<file path="src/rtl/ipc_mailbox.sv">
module ipc_mailbox #(
  parameter int NQ    = 4,
  parameter int DEPTH = 4,
  parameter int NU    = 4,
  parameter int DW    = 32,
  parameter int AW    = 12,
  parameter logic [7:0] REVISION = 8'h21
) (
  input  logic          clk,
  input  logic          rst_n,
  input  logic          req_valid,
  input  logic          req_write,
  input  logic [AW-1:0] req_addr,
  input  logic [DW-1:0] req_wdata,
  output logic [DW-1:0] rsp_rdata,
  output logic [NU-1:0] irq_out
);
  localparam int PW = (DEPTH > 1) ? $clog2(DEPTH) : 1;
  localparam int CW = $clog2(DEPTH + 1);
  localparam int EW = 2 * NQ;

  logic [DW-1:0] mem  [NQ][DEPTH];
  logic [PW-1:0] wp   [NQ];
  logic [PW-1:0] rp   [NQ];
  logic [CW-1:0] cnt  [NQ];
  logic [EW-1:0] stat [NU];
  logic [EW-1:0] en   [NU];

  logic [NQ-1:0] push, pop, wr_msg, rd_msg;
  logic [EW-1:0] evt;

  wire [3:0] qidx    = req_addr[5:2];
  wire [4:0] uidx    = req_addr[7:3];
  wire       aligned = req_addr[1:0] == 2'b00;
  wire       q_area  = aligned && req_addr[AW-1:8] == '0 && req_addr[7:6] != 2'b00 && int'(qidx) < NQ;
  wire       u_area  = aligned && int'(req_addr[AW-1:8]) == 1 && int'(uidx) < NU;
  wire       do_wr   = req_valid && req_write;
  wire       do_rd   = req_valid && !req_write;

  for (genvar q = 0; q < NQ; q++) begin : g_q
    wire hit = q_area && req_addr[7:6] == 2'b01 && int'(qidx) == q;
    wire full = cnt[q] == CW'(DEPTH);
    assign wr_msg[q] = do_wr && hit;
    assign rd_msg[q] = do_rd && hit;
    assign push[q]   = wr_msg[q] && !full;
    assign pop[q]    = rd_msg[q] && cnt[q] != '0;
    assign evt[2*q]   = push[q];
    assign evt[2*q+1] = pop[q] && full;

    always_ff @(posedge clk or negedge rst_n) begin
      if (!rst_n) begin
        wp[q]  <= '0;
        rp[q]  <= '0;
        cnt[q] <= '0;
      end else begin
        if (push[q]) wp[q] <= (int'(wp[q]) == DEPTH - 1) ? '0 : wp[q] + 1'b1;
        if (pop[q])  rp[q] <= (int'(rp[q]) == DEPTH - 1) ? '0 : rp[q] + 1'b1;
        if (push[q] && !pop[q]) cnt[q] <= cnt[q] + 1'b1;
        else if (pop[q] && !push[q]) cnt[q] <= cnt[q] - 1'b1;
      end
    end

    always_ff @(posedge clk) begin
      if (push[q]) mem[q][wp[q]] <= req_wdata;
    end

    assert_cnt_bound_R4: assert property (@(posedge clk) disable iff (!rst_n)
      cnt[q] <= CW'(DEPTH));
    assert_drop_full_R4: assert property (@(posedge clk) disable iff (!rst_n)
      (wr_msg[q] && full) |=> ($stable(cnt[q]) && $stable(wp[q])));
    assert_empty_read_R5: assert property (@(posedge clk) disable iff (!rst_n)
      (rd_msg[q] && cnt[q] == '0) |-> rsp_rdata == '0);

    for (genvar u = 0; u < NU; u++) begin : g_chk
      assert_newmsg_R6: assert property (@(posedge clk) disable iff (!rst_n)
        push[q] |=> stat[u][2*q]);
      assert_notfull_R7: assert property (@(posedge clk) disable iff (!rst_n)
        (pop[q] && full) |=> stat[u][2*q+1]);
    end
  end

  for (genvar u = 0; u < NU; u++) begin : g_u
    wire hit_s = do_wr && u_area && int'(uidx) == u && !req_addr[2];
    wire hit_e = do_wr && u_area && int'(uidx) == u &&  req_addr[2];
    wire [EW-1:0] ack = hit_s ? req_wdata[EW-1:0] : '0;

    always_ff @(posedge clk or negedge rst_n) begin
      if (!rst_n) begin
        stat[u] <= '0;
        en[u]   <= '0;
      end else begin
        stat[u] <= (stat[u] & ~ack) | evt;
        if (hit_e) en[u] <= req_wdata[EW-1:0];
      end
    end

    assign irq_out[u] = |(stat[u] & en[u]);

    assert_irq_reset_R1: assert property (@(posedge clk) disable iff (!rst_n)
      $rose(rst_n) |-> !irq_out[u]);
  end

  always_comb begin
    rsp_rdata = '0;
    if (do_rd) begin
      if (req_addr == '0) rsp_rdata = DW'(REVISION);
      for (int q = 0; q < NQ; q++) begin
        if (q_area && int'(qidx) == q) begin
          case (req_addr[7:6])
            2'b01:   rsp_rdata = (cnt[q] != '0) ? mem[q][rp[q]] : '0;
            2'b10:   rsp_rdata = DW'(cnt[q] == CW'(DEPTH));
            default: rsp_rdata = DW'(cnt[q]);
          endcase
        end
      end
      for (int u = 0; u < NU; u++) begin
        if (u_area && int'(uidx) == u) rsp_rdata = req_addr[2] ? DW'(en[u]) : DW'(stat[u]);
      end
    end
  end
endmodule

</file>
<file path="config.mk">
export PLATFORM = sky130hd
export DESIGN_NAME = ipc_mailbox
export DESIGN_NICKNAME = d
export VERILOG_FILES = /design/src/rtl/ipc_mailbox.sv
export SDC_FILE = /design/constraint.sdc
export NUM_CORES = 1
export LEC_CHECK = 0
export BUFFER_PORTS_ARGS = -buffer_cell sky130_fd_sc_hd__buf_4
export CAP_MARGIN = 20
export CORE_AREA = 2 2 270 272
export CTS_CLUSTER_SIZE = 40
export DETAILED_ROUTE_END_ITERATION = 6
export DIE_AREA = 0 0 272 274
export SYNTH_ARGS = -nofsm -noshare
export SYNTH_HDL_FRONTEND = slang
export SYNTH_SLANG_ARGS = --single-unit
</file>
<file path="constraint.sdc">
create_clock -name clk -period 5.8 [get_ports clk]
set_clock_uncertainty 0.15 [all_clocks]
set_input_delay 0.29 -clock clk [delete_from_list [all_inputs] [get_ports clk]]
set_output_delay 0.29 -clock clk [all_outputs]
set_load 0.01 [all_outputs]
</file>
# After elaboration in Yosys (flattened, before gate mapping)
# Memory sizes are Yosys's and may differ from the RTL's.
# Index checks and enable logic that the tools add are counted.
[totals] register_bits=92 latch_bits=0 ram_bits=512 mem_bits_ro=0 input_bits=48 output_inout_bits=36 word_cells=275 n_memories=1
[mem_list] memory="mem" depth=4 width=128 read_ports=4 rd_ports_with_merged_regs=0 write_ports=1 line_no="22" rtl="logic [DW-1:0] mem [NQ][DEPTH];"
[classes] n_addsub=16 mul=0 n_div=0 magnitude_cmp=14 n_eq_ne=21 shift=0 mux=79 bitwise_logic=24 reduce_logical=100
[ops] op="128-bit two-way mux" count=10
[ops] op="32-bit two-way mux" count=25
[ops] op="128-bit OR reduction" count=3
[ops] op="32-bit binary-select mux with 2-bit select" count=4
[ops] op="32-bit demux with 2-bit select" count=4
[ops] op="32-bit case mux with 2 select lines" count=4
[ops] op="1-bit logical AND" count=65
[ops] op="8-bit AND" count=8
[ops] op="8-bit two-way mux" count=8
[ops] op="8-bit inverter" count=4
[ops] op="8-bit bitwise OR" count=4
[ops] op="8-bit OR reduction" count=4
[ops] op="3-bit greater-or-equal comparator, second input constant" count=8
[ops] op="3-bit two-way mux" count=8
[ops] op="2-bit inverter with 3-bit output" count=8
[ops] op="2-bit two-way mux" count=11
[ops] op="2-bit by 1-bit == test with 1-bit output, second input constant" count=9
[ops] op="2-bit by 1-bit adder with 2-bit output, second input constant" count=8
[ops] op="1-bit zero test" count=14
[ops] op="3-bit by 1-bit adder with 3-bit output, second input constant" count=4
[ops] op="3-bit == test, second input constant" count=4
[ops] op="12-bit zero test" count=1
[ops] op="3-bit by 1-bit < comparator with 1-bit output, second input constant" count=4
[ops] op="3-bit nonzero test" count=4
[ops] op="14 further kinds" count=28

# Depth between registers and ports, before layout
[depth] depth_word=15 depth_mapped=12 depth_no_buf=12

# Worst setup path before layout
# OpenSTA, ideal clock, no wires.
[synth_path] path_kind="input to register" startpoint="input req_addr[6]" endpoint="memory mem[1][64] (netlist name) (enable)" setup_time_ns=0.392 t_arrival_ns=2.490 required_ns=5.258 slack_ns=2.768 cell_stages=7 path_buffers=1 path_cell_list="inv_1 > ha_1 > nor3_2 > nand4_1 > nor3b_1 > buf_2 > and2_1"
[synth_between] elab_chain_cells=13
[synth_rtl] item="start: declaration" line_no="13" rtl="input logic [AW-1:0] req_addr,"
[synth_rtl] item="2-bit nonzero test" line_no="35" rtl="wire q_area = aligned && req_addr[AW-1:8] == '0 && req_addr[7:6] != 2'b00 && int'(qidx) < NQ;"
[synth_rtl] item="1-bit logical AND (2 in a row)" line_no="35"
[synth_rtl] item="1-bit logical AND (*) (2 in a row)" line_no="41" rtl="wire hit = q_area && req_addr[7:6] == 2'b01 && int'(qidx) == q;"
[synth_rtl] item="1-bit logical AND (*)" line_no="43" rtl="assign wr_msg[q] = do_wr && hit;"
[synth_rtl] item="1-bit logical AND (*)" line_no="45" rtl="assign push[q] = wr_msg[q] && !full;"
[synth_rtl] item="named net evt[2]" line_no="30" rtl="logic [EW-1:0] evt;"
[synth_rtl] item="1-bit two-way mux (*)" line_no="64" rtl="if (push[q]) mem[q][wp[q]] <= req_wdata;"
[synth_rtl] item="128-bit two-way mux (implied by the code) (*)" line_no="64"
[synth_rtl] item="128-bit OR reduction (no line)"
[synth_rtl] item="2-bit two-way mux (no line) / 128-bit two-way mux (equally long branches) (3 in a row)"
[synth_rtl] item="end: declaration" line_no="22"
# The timed path passes the listed nets; every way through them passes the cells marked *.

# Worst setup path in the final report
[layout_path] startpoint="register rp[4] (netlist name)" endpoint="output rsp_rdata[7]"
[layout_between] elab_chain_cells=14
[layout_rtl] item="start: declaration" line_no="24" rtl="logic [PW-1:0] rp [NQ];"
[layout_rtl] item="start signal: indexed assignment" line_no="57" rtl="if (pop[q]) rp[q] <= (int'(rp[q]) == DEPTH - 1) ? '0 : rp[q] + 1'b1;"
[layout_rtl] item="2-bit inverter with 3-bit output (implied by the code)" line_no="110" rtl="2'b01: rsp_rdata = (cnt[q] != '0) ? mem[q][rp[q]] : '0;"
[layout_rtl] item="32-bit binary-select mux with 2-bit select" line_no="110"
[layout_rtl] item="32-bit two-way mux (implied by the code) (2 in a row)" line_no="110"
[layout_rtl] item="32-bit two-way mux" line_no="110"
[layout_rtl] item="32-bit case mux with 2 select lines" line_no="109" rtl="case (req_addr[7:6])"
[layout_rtl] item="32-bit two-way mux (3 in a row)" line_no="108" rtl="if (q_area && int'(qidx) == q) begin"
[layout_rtl] item="32-bit two-way mux (4 in a row)" line_no="117" rtl="if (u_area && int'(uidx) == u) rsp_rdata = req_addr[2] ? DW'(en[u]) : DW'(stat[u]);"
[layout_rtl] item="32-bit two-way mux" line_no="105" rtl="if (do_rd) begin"
[layout_rtl] item="end: declaration" line_no="15" rtl="output logic [DW-1:0] rsp_rdata,"
# No other way between the ends. The select of a mux whose other input is x is not followed.

==> impl_metrics.env <==
export IMPL_status="finished, final reports clean"
export IMPL_critPathMaxStageDelay_ns=0.78
export IMPL_initial_core_util=0.345
export IMPL_wl_microns=62600
export IMPL_core_region_area_sq_um=72000
export IMPL_yosysMostFrequentCell="edfxtp_1"
export IMPL_io_pins=84
export IMPL_yosys_top_cells_area="edfxtp_1, mux4_2, dfrtp_1"
export IMPL_cpMostUsedCell="buf_4"
export IMPL_utilization=0.403
export IMPL_ant_nets=0
export IMPL_syn_avg_cell_area_sq_um=17.9
export IMPL_num_rows=99
export IMPL_drt_iter0_drc=1125
export IMPL_slew_violations=0
export IMPL_worstSetupEndpoint="rsp_rdata[7]"
export IMPL_netlist_area_sq_um=24800
export IMPL_area_growth_pct=16.8
export IMPL_p_leak_nw=9.88
export IMPL_grt_usage=0.168
export IMPL_grt_start_max_net_pins=51
export IMPL_io_buffers=83
export IMPL_critPathMaxFanout=19
export IMPL_synth_seq_cells=604
export IMPL_irDropWorstVdd_mv=0.262
export IMPL_cts_root_buf="clkbuf_16"
export IMPL_overflow=0
export IMPL_dr_pass1_iters=7
export IMPL_cts_max_level=2
export IMPL_relSlewSlack=0.272
export IMPL_cp_top_family="compound AO/OA/AOI/OAI gates"
export IMPL_worst_pin_slew_ns=1.09
export IMPL_synth_edff_count=512
export IMPL_grt_pass1_vias=13736
export IMPL_cts_made_buffers=60
export IMPL_cts_setup_buffers=0
export IMPL_yosysTopAreaCell="edfxtp_1"
export IMPL_clkSinkCount=604
export IMPL_path_buf_inv=2
export IMPL_required_ns=5.36
export IMPL_ff2ff_path_depth=5
export IMPL_cts_tree="yes"
export IMPL_routabilityCongestion=0.950
export IMPL_r2r_start="cnt[6]"
export IMPL_netlist_top_cells_count="edfxtp_1, nand2_1, mux4_2, dfrtp_1, a22oi_1"
export IMPL_timing_hold_ws_ns=0.126
export IMPL_fin_crit_ns=4.18
export IMPL_clk_pin_slew_worst_paths_ns=0.06
export IMPL_synthCells=1390
export IMPL_ctsResizeCount=0
export IMPL_dieWidth_microns=272
export IMPL_holdBufCountCts=33
export IMPL_die_area_sq_um=74500
export IMPL_crit_chain="buf_4, mux4_2, a32o_1, a221oi_1, o22ai_1, nor4b_1, buf_4"
export IMPL_drcViolationCount=0
export IMPL_critPathArrivalTime_ns=3.74
export IMPL_regToRegSetupSlack_ns=3.09
export IMPL_yosysWarnings=0
export IMPL_wl_per_cell_microns=24.7
export IMPL_p_per_area_nw_per_um2=308
export IMPL_grt_first_pass_wirelength_microns=92700
export IMPL_synth_nets=1469
export IMPL_worst_setup_path_type="reg2out"
export IMPL_end_kind="output port"
export IMPL_detailed_place_hpwl_microns=38600
export IMPL_ys_async_sr_fraction=0.152
export IMPL_startpoint_type="register"
export IMPL_setup_viol=0
export IMPL_clk_path_buf_depth=3
export IMPL_synth_seq_area_share=0.711
export IMPL_fillers=6445
export IMPL_cp_startpoint="rp[4]"
export IMPL_cap_violations=0
export IMPL_via_per_inst=5.31
export IMPL_cpMaxStageDelayCell="dfrtp_2"
export IMPL_clkLatencyLatePin_ns=0.64
export IMPL_hold_viol_final=0
export IMPL_tns_ns=0
export IMPL_cp_depth=7
export IMPL_post_route_period_util=0.720
export IMPL_rr_endpoint="mem[1][68]"
export IMPL_synth_top_area_share=0.619
export IMPL_final_nets=1600
export IMPL_die_height_microns=274
export IMPL_synth_cell_types=67
export IMPL_antenna_found_initial=2
export IMPL_vias=13444
export IMPL_drive_gt1_frac=0.247
export IMPL_max_freq_mhz=239
export IMPL_hold_class="in2async"
export IMPL_ys_flop_type="edfxtp_1"
export IMPL_rsz0062_at_grt="false"
[power by group]
group / leakage [nW] / internal [W] / total [W] / switching, W
Sequential: 5.83 / 0.00471 / 0.00471 / 0.00000102
Combinational: 3.05 / 0.0000575 / 0.000199 / 0.000142
Clock: 0.998 / 0.00237 / 0.00403 / 0.00165
Total: 9.88 / 0.00714 / 0.00894 / 0.00180
[state kept, by name, indices dropped and copies added, names as in the netlist]
| name | count |
|---|---|
| cnt | 12 |
| rp | 8 |
| mem | 512 |
| stat | 32 |
| wp | 8 |
| en | 32 |
[layout by cell type (no fill, tap or decap), types with 7 or more instances in the layout]
cell type / n
a21o_1: 24
a21oi_1: 20
a221oi_1: 8
a22oi_1: 41
a31oi_1: 31
and2_2: 16
buf_4: 99
bufinv_16: 9
clkbuf_1: 17
clkbuf_16: 60
clkinv_1: 13
clkinv_2: 8
dfrtp_1: 84
dfrtp_2: 8
dlygate4sd3_1: 33
edfxtp_1: 512
ha_1: 27
inv_1: 23
mux2_2: 28
mux2i_1: 28
mux4_2: 128
nand2_1: 138
nand3_1: 13
nand4_1: 11
nor2_1: 19
nor3_1: 10
nor3b_1: 7
o21ai_0: 30
or3_1: 8
xor2_1: 7
[stage by stage]
| stage | instance area, sq um | setup WS (ns) | power, W | cells |
|---|---|---|---|---|
| finish | 29000 | 1.62 | 0.00894 | 2532 |
| global route | 29000 | 1.43 | 0.00920 | 2531 |
| CTS | 28900 | 1.52 | 0.00902 | 2526 |
| detailed placement | 26500 | 1.86 | 0.00498 | 2380 |
| global placement | 26500 | 1.62 | 0.00498 | 2379 |
| floorplan | 24800 | 2.77 | 0.00486 | 1390 |
[layer usage]
metal / part of all wire / wire length, microns / vias to the layer above / track usage
li1: - / - / 5840 / -
met1: 0.44 / 27700 / 7085 / 0.237
met2: 0.47 / 29700 / 422 / 0.271
met3: 0.056 / 3490 / 93 / 0.0259
met4: 0.027 / 1700 / 4 / 0.0496
met5: 0.00038 / 24 / - / 0
[how the worst min path moves through the flow]
stage	start	slack, ns	depth (start not counted)	end
floorplan	rst_n	-0.16	0	cnt[0]
finish	rst_n	0.13	2	wp[1]
global placement	rst_n	0.24	1	stat[31]
global route	req_addr[4]	0.16	4	stat[16]
detailed placement	rst_n	0.25	1	rp[1]
CTS	req_addr[4]	0.09	4	stat[18]
[layout make-up]
cell class / count / area (sq um) / share of cell area
multi-input combinational: 691 / 6760 / 0.233
clock inverter: 31 / 420 / 0.0145
tap: 959 / 1200 / 0.0413
clock buffer: 82 / 1630 / 0.0563
antenna: 1 / 2.50 / 0.0000862
timing repair buffer: 138 / 1220 / 0.0420
inverter: 26 / 97.6 / 0.00336
sequential: 604 / 17700 / 0.609
[kinds of logic (layout without fill, tap and decap cells)]
| family | Yosys count | after routing | synth area share |
|---|---|---|---|
| AOI/OAI and AO/OA | 193 | 193 | 0.0527 |
| xor gates and xnor gates | 12 | 12 | 0.00423 |
| adders and majority gates | 31 | 31 | 0.0168 |
| buffers and inverters | 95 | 277 | 0.0174 |
| DFF | 604 | 604 | 0.711 |
| muxes | 187 | 187 | 0.142 |
| other | 0 | 1 | 0 |
| and+or+nand+nor | 268 | 268 | 0.0556 |
Power figures use the tool's default switching activity.
